--- src/rtl/tmr_pkg.sv ---
package tmr_pkg;
  typedef enum logic [1:0] {
    MODE_FREE = 2'd0,
    MODE_ONE  = 2'd1,
    MODE_PER  = 2'd2,
    MODE_RSV  = 2'd3
  } tmr_mode_e;

  localparam int CTL_EN_BIT   = 0;
  localparam int CTL_MODE_LSB = 4;
  localparam int CH_STRIDE    = 8;
endpackage

--- src/rtl/tmr_channel.sv ---
module tmr_channel
  import tmr_pkg::*;
#(
  parameter int CNT_W = 32
) (
  input  logic             clk,
  input  logic             rst,
  input  logic             ctl_wr,
  input  logic             ctl_en,
  input  tmr_mode_e        ctl_mode,
  input  logic             cnt_wr,
  input  logic [CNT_W-1:0] wdata,
  input  logic             clr,
  output logic [CNT_W-1:0] cnt,
  output logic             en,
  output tmr_mode_e        mode,
  output logic             pend
);
  localparam logic [CNT_W-1:0] ONE = CNT_W'(1);

  logic [CNT_W-1:0] reload;
  logic [CNT_W-1:0] nxt;
  logic             at_edge;
  logic             hit;
  logic             stop_now;

  assign at_edge  = (cnt <= ONE);
  assign hit      = en && (cnt == ONE);
  assign stop_now = en && (mode == MODE_ONE) && at_edge;

  always_comb begin
    case (mode)
      MODE_PER: nxt = at_edge ? reload : cnt - ONE;
      MODE_ONE: nxt = at_edge ? '0 : cnt - ONE;
      default:  nxt = cnt - ONE;
    endcase
  end

  always_ff @(posedge clk) begin
    if (rst) begin
      cnt    <= '0;
      reload <= '0;
      en     <= 1'b0;
      mode   <= MODE_FREE;
      pend   <= 1'b0;
    end else begin
      if (ctl_wr) begin
        en   <= ctl_en;
        mode <= ctl_mode;
      end else if (stop_now) begin
        en <= 1'b0;
      end
      if (cnt_wr) begin
        cnt    <= wdata;
        reload <= wdata;
      end else if (en) begin
        cnt <= nxt;
      end
      pend <= hit | (pend & ~clr);
    end
  end


  exp_sets_pend_chk: assert property (@(posedge clk) disable iff (rst)
    (en && cnt == ONE) |=> pend);

  pend_sticky_chk: assert property (@(posedge clk) disable iff (rst)
    (pend && !clr) |=> pend);

  load_chk: assert property (@(posedge clk) disable iff (rst)
    cnt_wr |=> (cnt == $past(wdata)));

  dec_chk: assert property (@(posedge clk) disable iff (rst)
    (en && cnt > ONE && !cnt_wr) |=> (cnt == $past(cnt) - ONE));

  hold_chk: assert property (@(posedge clk) disable iff (rst)
    (!en && !cnt_wr) |=> $stable(cnt));

  oneshot_stop_chk: assert property (@(posedge clk) disable iff (rst)
    (en && mode == MODE_ONE && cnt == ONE && !cnt_wr && !ctl_wr)
      |=> (!en && cnt == '0));
endmodule

--- src/rtl/tmr_rdmux.sv ---
module tmr_rdmux
  import tmr_pkg::*;
#(
  parameter int          NCH      = 8,
  parameter int          CNT_W    = 32,
  parameter int          ADDR_W   = 8,
  parameter logic [7:0]  STAT_OFF = 8'h40
) (
  input  logic                       clk,
  input  logic                       rst,
  input  logic                       rd_req,
  input  logic [ADDR_W-1:0]          addr,
  input  logic [NCH-1:0][CNT_W-1:0]  cnt_all,
  input  logic [NCH-1:0]             en_all,
  input  logic [NCH-1:0][1:0]        mode_all,
  input  logic [NCH-1:0]             pend_all,
  output logic [CNT_W-1:0]           rdata
);
  localparam int CH_BITS = $clog2(NCH);
  localparam logic [ADDR_W-1:0] CH_SPAN = ADDR_W'(NCH * CH_STRIDE);
  localparam logic [ADDR_W-1:0] STAT_A  = ADDR_W'(STAT_OFF);

  logic [CNT_W-1:0]   rd_nxt;
  logic [CH_BITS-1:0] ch;
  logic               mapped;

  assign ch = addr[CH_BITS+2:3];

  always_comb begin
    rd_nxt = '0;
    mapped = 1'b0;
    if (addr[1:0] == 2'b00) begin
      if (addr == STAT_A) begin
        rd_nxt = CNT_W'(pend_all);
        mapped = 1'b1;
      end else if (addr < CH_SPAN) begin
        mapped = 1'b1;
        if (addr[2]) rd_nxt = cnt_all[ch];
        else         rd_nxt = CNT_W'({2'b00, mode_all[ch], 3'b000, en_all[ch]});
      end
    end
  end

  always_ff @(posedge clk) begin
    if (rst)         rdata <= '0;
    else if (rd_req) rdata <= rd_nxt;
  end


  unmapped_zero_chk: assert property (@(posedge clk) disable iff (rst)
    (rd_req && !mapped) |=> (rdata == '0));
endmodule

--- src/rtl/tmr_bank.sv ---
module tmr_bank
  import tmr_pkg::*;
#(
  parameter int          NCH      = 8,
  parameter int          CNT_W    = 32,
  parameter int          ADDR_W   = 8,
  parameter logic [7:0]  STAT_OFF = 8'h40
) (
  input  logic              clk,
  input  logic              rst,
  input  logic              bus_valid,
  input  logic              bus_write,
  input  logic [ADDR_W-1:0] bus_addr,
  input  logic [CNT_W-1:0]  bus_wdata,
  output logic [CNT_W-1:0]  bus_rdata,
  output logic [NCH-1:0]    irq
);
  localparam int CH_BITS = $clog2(NCH);
  localparam logic [ADDR_W-1:0] CH_SPAN = ADDR_W'(NCH * CH_STRIDE);
  localparam logic [ADDR_W-1:0] STAT_A  = ADDR_W'(STAT_OFF);

  logic                      wr;
  logic                      in_ch;
  logic                      stat_wr;
  logic [CH_BITS-1:0]        ch_idx;
  logic [NCH-1:0][CNT_W-1:0] cnt_all;
  logic [NCH-1:0]            en_all;
  logic [NCH-1:0][1:0]       mode_all;
  logic [NCH-1:0]            pend_all;

  assign wr      = bus_valid && bus_write;
  assign in_ch   = (bus_addr[1:0] == 2'b00) && (bus_addr < CH_SPAN);
  assign stat_wr = wr && (bus_addr == STAT_A);
  assign ch_idx  = bus_addr[CH_BITS+2:3];

  for (genvar i = 0; i < NCH; i++) begin : g_ch
    logic      sel;
    tmr_mode_e m_out;
    assign sel = wr && in_ch && (ch_idx == CH_BITS'(i));
    tmr_channel #(.CNT_W(CNT_W)) u_ch (
      .clk      (clk),
      .rst      (rst),
      .ctl_wr   (sel && !bus_addr[2]),
      .ctl_en   (bus_wdata[CTL_EN_BIT]),
      .ctl_mode (tmr_mode_e'(bus_wdata[CTL_MODE_LSB+1:CTL_MODE_LSB])),
      .cnt_wr   (sel && bus_addr[2]),
      .wdata    (bus_wdata),
      .clr      (stat_wr && bus_wdata[i]),
      .cnt      (cnt_all[i]),
      .en       (en_all[i]),
      .mode     (m_out),
      .pend     (pend_all[i])
    );
    assign mode_all[i] = m_out;
  end

  assign irq = pend_all;

  tmr_rdmux #(
    .NCH(NCH), .CNT_W(CNT_W), .ADDR_W(ADDR_W), .STAT_OFF(STAT_OFF)
  ) u_rd (
    .clk      (clk),
    .rst      (rst),
    .rd_req   (bus_valid && !bus_write),
    .addr     (bus_addr),
    .cnt_all  (cnt_all),
    .en_all   (en_all),
    .mode_all (mode_all),
    .pend_all (pend_all),
    .rdata    (bus_rdata)
  );
endmodule

--- config.mk ---
export PLATFORM = sky130hd
export DESIGN_NAME = tmr_bank
export DESIGN_NICKNAME = d
export VERILOG_FILES = /design/src/rtl/tmr_pkg.sv /design/src/rtl/tmr_channel.sv /design/src/rtl/tmr_rdmux.sv /design/src/rtl/tmr_bank.sv
export SDC_FILE = /design/constraint.sdc
export NUM_CORES = 2
export LEC_CHECK = 0
export BUFFER_PORTS_ARGS = -buffer_cell sky130_fd_sc_hd__buf_2
export CORE_ASPECT_RATIO = 1.25
export CORE_UTILIZATION = 37
export CTS_CLUSTER_DIAMETER = 120
export DETAILED_ROUTE_END_ITERATION = 7
export GPL_TIMING_DRIVEN = 1
export PLACE_DENSITY = 0.56
export SYNTH_ARGS = -nofsm -noshare
export SYNTH_HDL_FRONTEND = slang
export SYNTH_SLANG_ARGS = --single-unit
--- constraint.sdc ---
create_clock -name clk -period 2.8 [get_ports clk]
set_input_delay 0.28 -clock clk [delete_from_list [all_inputs] [get_ports clk]]
set_output_delay 0.28 -clock clk [all_outputs]
set_load 0.02 [all_outputs]
# Word-level counts from Yosys, hierarchy flattened
# Index checks and enable logic that the tools add are counted.
totals:
  register_bits: 576
  latchBits: 0
  ramBits: 0
  romBits: 0
  inputBits: 44
  out_inout_bits: 40
  wordCells: 262
  n_memories: 0
classes:
  addsub: 8
  multipliers: 0
  div_mod_pow: 0
  n_lt_le_gt_ge: 10
  eq_ne: 32
  shift: 0
  mux: 66
  bitwise_logic: 24
  n_reduce_logical: 81
ops:
  columns: ["op", "count"]
  rows:
  - ["two-way mux 32 bit", 37]
  - ["case mux 32 bit (2 select lines)", 8]
  - ["== test 32 x 1 -> 1 bit, second input constant", 8]
  - ["<= comparator 32 x 1 -> 1 bit, second input constant", 8]
  - ["subtractor 32 x 1 -> 32 bit, second input constant", 8]
  - ["binary-select mux 32 bit (select 3 bit)", 1]
  - ["logical AND 1 bit", 61]
  - ["nonzero test 2 bit", 16]
  - ["two-way mux 1 bit", 17]
  - ["== test 2 x 1 -> 1 bit, second input constant", 8]
  - ["== test 2 bit, second input constant", 8]
  - ["== test 3 bit, second input constant", 4]
  - ["bitwise AND 1 bit", 8]
  - ["== test 8 x 7 -> 1 bit, second input constant", 1]
  - ["< comparator 8 x 7 -> 1 bit, second input constant", 1]
  - ["NOT 1 bit", 8]
  - ["bitwise OR 1 bit", 8]
  - ["binary-select mux 2 bit (select 3 bit)", 1]
  - ["== test 3 x 2 -> 1 bit, second input constant", 2]
  - ["< comparator 3 x 4 -> 1 bit, second input constant", 1]
  - ["binary-select mux 1 bit (select 3 bit)", 1]
  - ["== test 3 x 1 -> 1 bit, second input constant", 1]
  - ["zero test 3 bit", 1]
  - ["zero test 1 bit", 2]
  - ["2 further kinds", 2]

# Depth between registers and ports, before layout
logic_depth:
  ltp_word: 6
  ltp_mapped: 11
  mapped_depth_nobuf: 8

# By module
# Synthesis repeated with hierarchy kept, for this count alone.
hier_totals:
  hier_cells: 4165
  hier_area_um2: 34086.4
by_module_without_submodules:
  columns: ["module", "instances", "cells_each", "area_per_inst_um2", "seq_area_each_um2"]
  rows:
  - ["tmr_channel at g_ch[3].u_ch ...", 5, 477, 3758.6, 1361.3]
  - ["tmr_channel at g_ch[0].u_ch ...", 3, 477, 3871.2, 1361.3]
  - ["tmr_rdmux", 1, 298, 3270.6, 640.6]
  - ["tmr_bank", 1, 51, 409.1, 0.0]

# Worst setup path after synthesis
# Ideal clock, no wire load.
synth_path:
  path_type: "reg-to-reg"
  start: "reg g_ch[3].u_ch.cnt[5]"
  end: "reg g_ch[3].u_ch.cnt[30]"
  setup_ps: 86
  arrival_time_ps: 2643
  required_time_ps: 2714
  setup_slack_ps: 71
  path_stages_with_launch: 10
  n_path_buf: 3
  synth_period_minus_slack_ps: 2729
  cell_sequence: "dfxtp_1 buf_2 or4_4 or4_4 buf_6 nor4_4 buf_6 nand3_1 a31o_1 a221oi_2"
synth_between:
  elab_chain_len: 5
  elab_cells_between_ends: 7
  cone_classes: "add/sub: 1; order compare: 1; mux: 5"
synth_lines:
  columns: ["element", "line", "rtl"]
  rows:
  - ["start: declaration", "tmr_channel.sv:14", "output logic [CNT_W-1:0] cnt,"]
  - ["start signal: assignment", "tmr_channel.sv:54", "cnt <= wdata;"]
  - ["start signal: assignment", "tmr_channel.sv:57", "cnt <= nxt;"]
  - ["subtractor 32 x 1 -> 32 bit / <= comparator 32 x 1 -> 1 bit (equally long branches)", null, null]
  - ["two-way mux 32 bit, on equally long branches", "tmr_channel.sv:34, tmr_channel.sv:33", null]
  - ["case mux 32 bit (2 select lines) (*)", "tmr_channel.sv:32", "case (mode)"]
  - ["two-way mux 32 bit (*)", "tmr_channel.sv:56", "end else if (en) begin"]
  - ["two-way mux 32 bit (*)", "tmr_channel.sv:53", "if (cnt_wr) begin"]
# Every way passes the cells marked *; elsewhere a longest branch is shown, timed or not. The select of a mux whose other input is x is not followed.
# A chain may end at the register's enable or synchronous reset.

# Final worst setup path
layout_path:
  start: "reg g_ch[3].u_ch.cnt[8]"
  end: "reg g_ch[3].u_ch.cnt[21]"
# Same word-level chain as after synthesis.

==> metrics.txt <==
status finished, final reports clean; drc violations 0; reg2reg end g_ch[3].u_ch.cnt[21]; asr flop ratio synth 0%; # rows 122; vias per cell 6.384; cell taking the most area after synthesis dfxtp_1; Synth warnings 0; WHS Path Cells 2; Placed Cells 5708; Num CTS Buffers 69; pin count of the biggest net entering global routing 117; Static Leak 15.15 nW; Power per Cell Area 473.4 nW/µm²; post-synthesis register bit count 576; CTS max path bufs 3; Peak Freq 365.7 MHz; Post-Layout Cell Count 5831; Crit Path Max Fanout 7; DP Wirelength 119400 µm; unrepaired setup endpoints after global routing true; input/output buffers 83; sink of the worst hold path g_ch[1].u_ch.pend; total global routing overflow 0; Clock Latency Late Sink 0.65 ns; CTS tree built; GRT Total Usage 35.31%; Post-Syn Nets 4406; GP Congestion 1.062; Tmin final 2.735 ns; Initial Util 37.43%; WP data required 3.33 ns; synthesized area 33200 µm²; WP data arrival 3.26 ns; vias in the first global route 33.64k; Post-Syn Area per Cell 7.667 µm²; clk_skew 0.02384 ns; WL per Instance 28.33 µm; final WL 165200 µm; dominant synthesized flop cell dfxtp_1; P&R area growth vs syn 20.81%; clock sink total 576; Util after Layout 45.22%; setup TNS 0 ns; H-tree depth 3; synth top area cells dfxtp_1 35%, nand2_1 9.1%, a21oi_1 7.9%; share of layout cells above drive strength 1 18.62%; DRT iter0 DRCs 5281; Rel. slew slack 9.474%; Reg2Reg Launch Point g_ch[3].u_ch.cnt[8]; initial antenna violation count 6; Post-Synthesis Cells 4330; die area 90930 µm²; Hold WC Path Type in2reg; measured slew at the worst slew-check pin 1.353 ns; first-pass GRT wire length 238000 µm; Die X 269.9 µm; post-synthesis sequential area ratio 34.73%; reg2reg setup slack 0.07 ns; maximum VDD drop 0.3952 mV; final setup violation count 0; period utilization 97.66%; Max Cap Viol 0; Fill cells 8825; Top Ports 84; Die H 336.9 µm; worst-case reg-to-reg path depth 7; drt first pass iters 6; Synth cell types 95; critical path capture point type flop; Post-synth EDFFs 0; Final Hold Fails 0; # nets final 4678; CP Class reg2reg; Worst setup SP type flop; Hold Crit Start rst; antenna-violating nets left 0; core area 88690 µm²; Vias 37.23k; Final Max Tran Viols 0; root buffer cell clkbuf_16; Clock Pin Slew Worst Setup and Hold Paths 0.06 ns; Yosys top cell area share 34.73%
cells by family (layout without fill, tap and decap cells):
| group | Yosys count | in the layout | synth area share [%] |
|---|---|---|---|
| other | 0 | 2 | 0 |
| AO/OA/AOI/OAI | 1259 | 1259 | 24.50 |
| multiplexers | 87 | 87 | 5.390 |
| AND/OR/NAND/NOR | 1828 | 1828 | 26.33 |
| adder cells (fa/ha/maj) | 32 | 32 | 1.206 |
| XOR/XNOR | 90 | 90 | 2.374 |
| buffers and inverters | 458 | 779 | 5.469 |
| flip-flops | 576 | 576 | 34.73 |
registers in the layout (all words and copies together) (netlist names):
register	count
g_ch.u_ch.mode	16
g_ch.u_ch.reload	256
g_ch.u_ch.cnt	256
g_ch.u_ch.en	8
u_rd.rdata	32
g_ch.u_ch.pend	8
area by class of cell:
cell class              instances  area (µm²)  area share [%]
multi-input cells            3296       20050           50.00
flip-flops and latches        576       11530           28.75
repair buffers                586        4468           11.14
clock buffers                 102        2056           5.126
well taps                    1178        1474           3.675
inverters                      73       274.0          0.6832
clock inverters                18       246.5          0.6146
diodes                          2       5.005         0.01248
power breakdown:
part           switching, mW  internal [mW]
logic                  0.893          0.327
registers             0.0119           8.20
clock network           3.93           5.62
total                   4.83           14.2
per-stage QoR:
| stage | cell area [µm²] | total power [mW] | hold WS, ns | setup WS (ns) |
|---|---|---|---|---|
| after floorplan | 33200 | 8.988 | 0.4273 | 0.07071 |
| after global placement | 37680 | 9.576 | 0.4357 | 0.03989 |
| after detailed placement | 37680 | 9.572 | 0.4408 | -0.01074 |
| after CTS | 39990 | 18.99 | 0.01008 | 0.02693 |
| after global routing | 40100 | 19.38 | 0.05818 | -0.02827 |
| final | 40110 | 18.99 | 0.02818 | 0.06547 |
per-layer routing:
layer | global-route usage [%] | routed length [µm] | vias to the layer above | part of all wire (%)
met3 | 6.061 | 16300 | 407 | 9.9
met5 | 0 | 57 | - | 0.035
met1 | 47.69 | 68040 | 18140 | 41
met4 | 20.89 | 10550 | 4 | 6.4
met2 | 52.67 | 70230 | 2170 | 43
li1 | - | - | 16500 | -
cells in the mapped netlist, drive strengths merged, types with 21 or more instances:
cell     count
a211oi      53
a21boi      33
a21o        23
a21oi      521
a221oi      84
a2bb2oi     21
a31oi       64
and3        30
buf         74
clkbuf     311
dfxtp      576
ha          32
inv         73
mux4        73
nand2      806
nand3      131
nand4       41
nor2       297
nor3       156
nor4       131
o211ai      34
o21ai      157
o22ai       27
or3         43
or4         60
xnor2       34
xor2        56
placed cells by master, fill, tap and decap left out, drive strengths merged, types with 21 or more instances in the layout:
master,Yosys,routed
a211oi,53,53
a21boi,33,33
a21o,23,23
a21oi,521,521
a221oi,84,84
a2bb2oi,21,21
a31oi,64,64
and3,30,30
buf,74,586
clkbuf,311,102
dfxtp,576,576
ha,32,32
inv,73,73
mux4,73,73
nand2,806,806
nand3,131,131
nand4,41,41
nor2,297,297
nor3,156,156
nor4,131,131
o211ai,34,34
o21ai,157,157
o22ai,27,27
or3,43,43
or4,60,60
xnor2,34,34
xor2,56,56
how the worst max path moves through the flow:
stage                           end  depth (start not counted)  slack (ns)            startpoint
2_1_floorplan  g_ch[3].u_ch.cnt[30]                          9        0.07   g_ch[3].u_ch.cnt[5]
3_3_place_gp    g_ch[4].u_ch.cnt[7]                          7        0.04   g_ch[4].u_ch.cnt[4]
3_5_place_dp    g_ch[6].u_ch.cnt[5]                          7       -0.01  g_ch[6].u_ch.cnt[19]
4_1_cts        g_ch[6].u_ch.cnt[10]                          7        0.03  g_ch[6].u_ch.cnt[24]
5_1_grt         g_ch[4].u_ch.cnt[4]                          7       -0.03   g_ch[4].u_ch.cnt[4]
6_report       g_ch[3].u_ch.cnt[21]                          7        0.07   g_ch[3].u_ch.cnt[8]
worst max-delay path: stages (launching register included):
cell	delay (ns)
dfxtp_1	0.31
or4_4	0.57
or4_4	0.56
buf_4	0.20
nor4_2	0.29
buf_4	0.24
nand3_1	0.09
a2111oi_1	0.37
timing repair:
| action | CTS | global route |
|---|---|---|
| buffers inserted | 0 | 1 |
| gates resized for setup | 2 | 21 |
| setup endpoints to repair | 4 | 42 |
| hold buffers | 0 | 0 |
| pin swaps | 1 | 1 |
(Power assumes the default switching activity.)
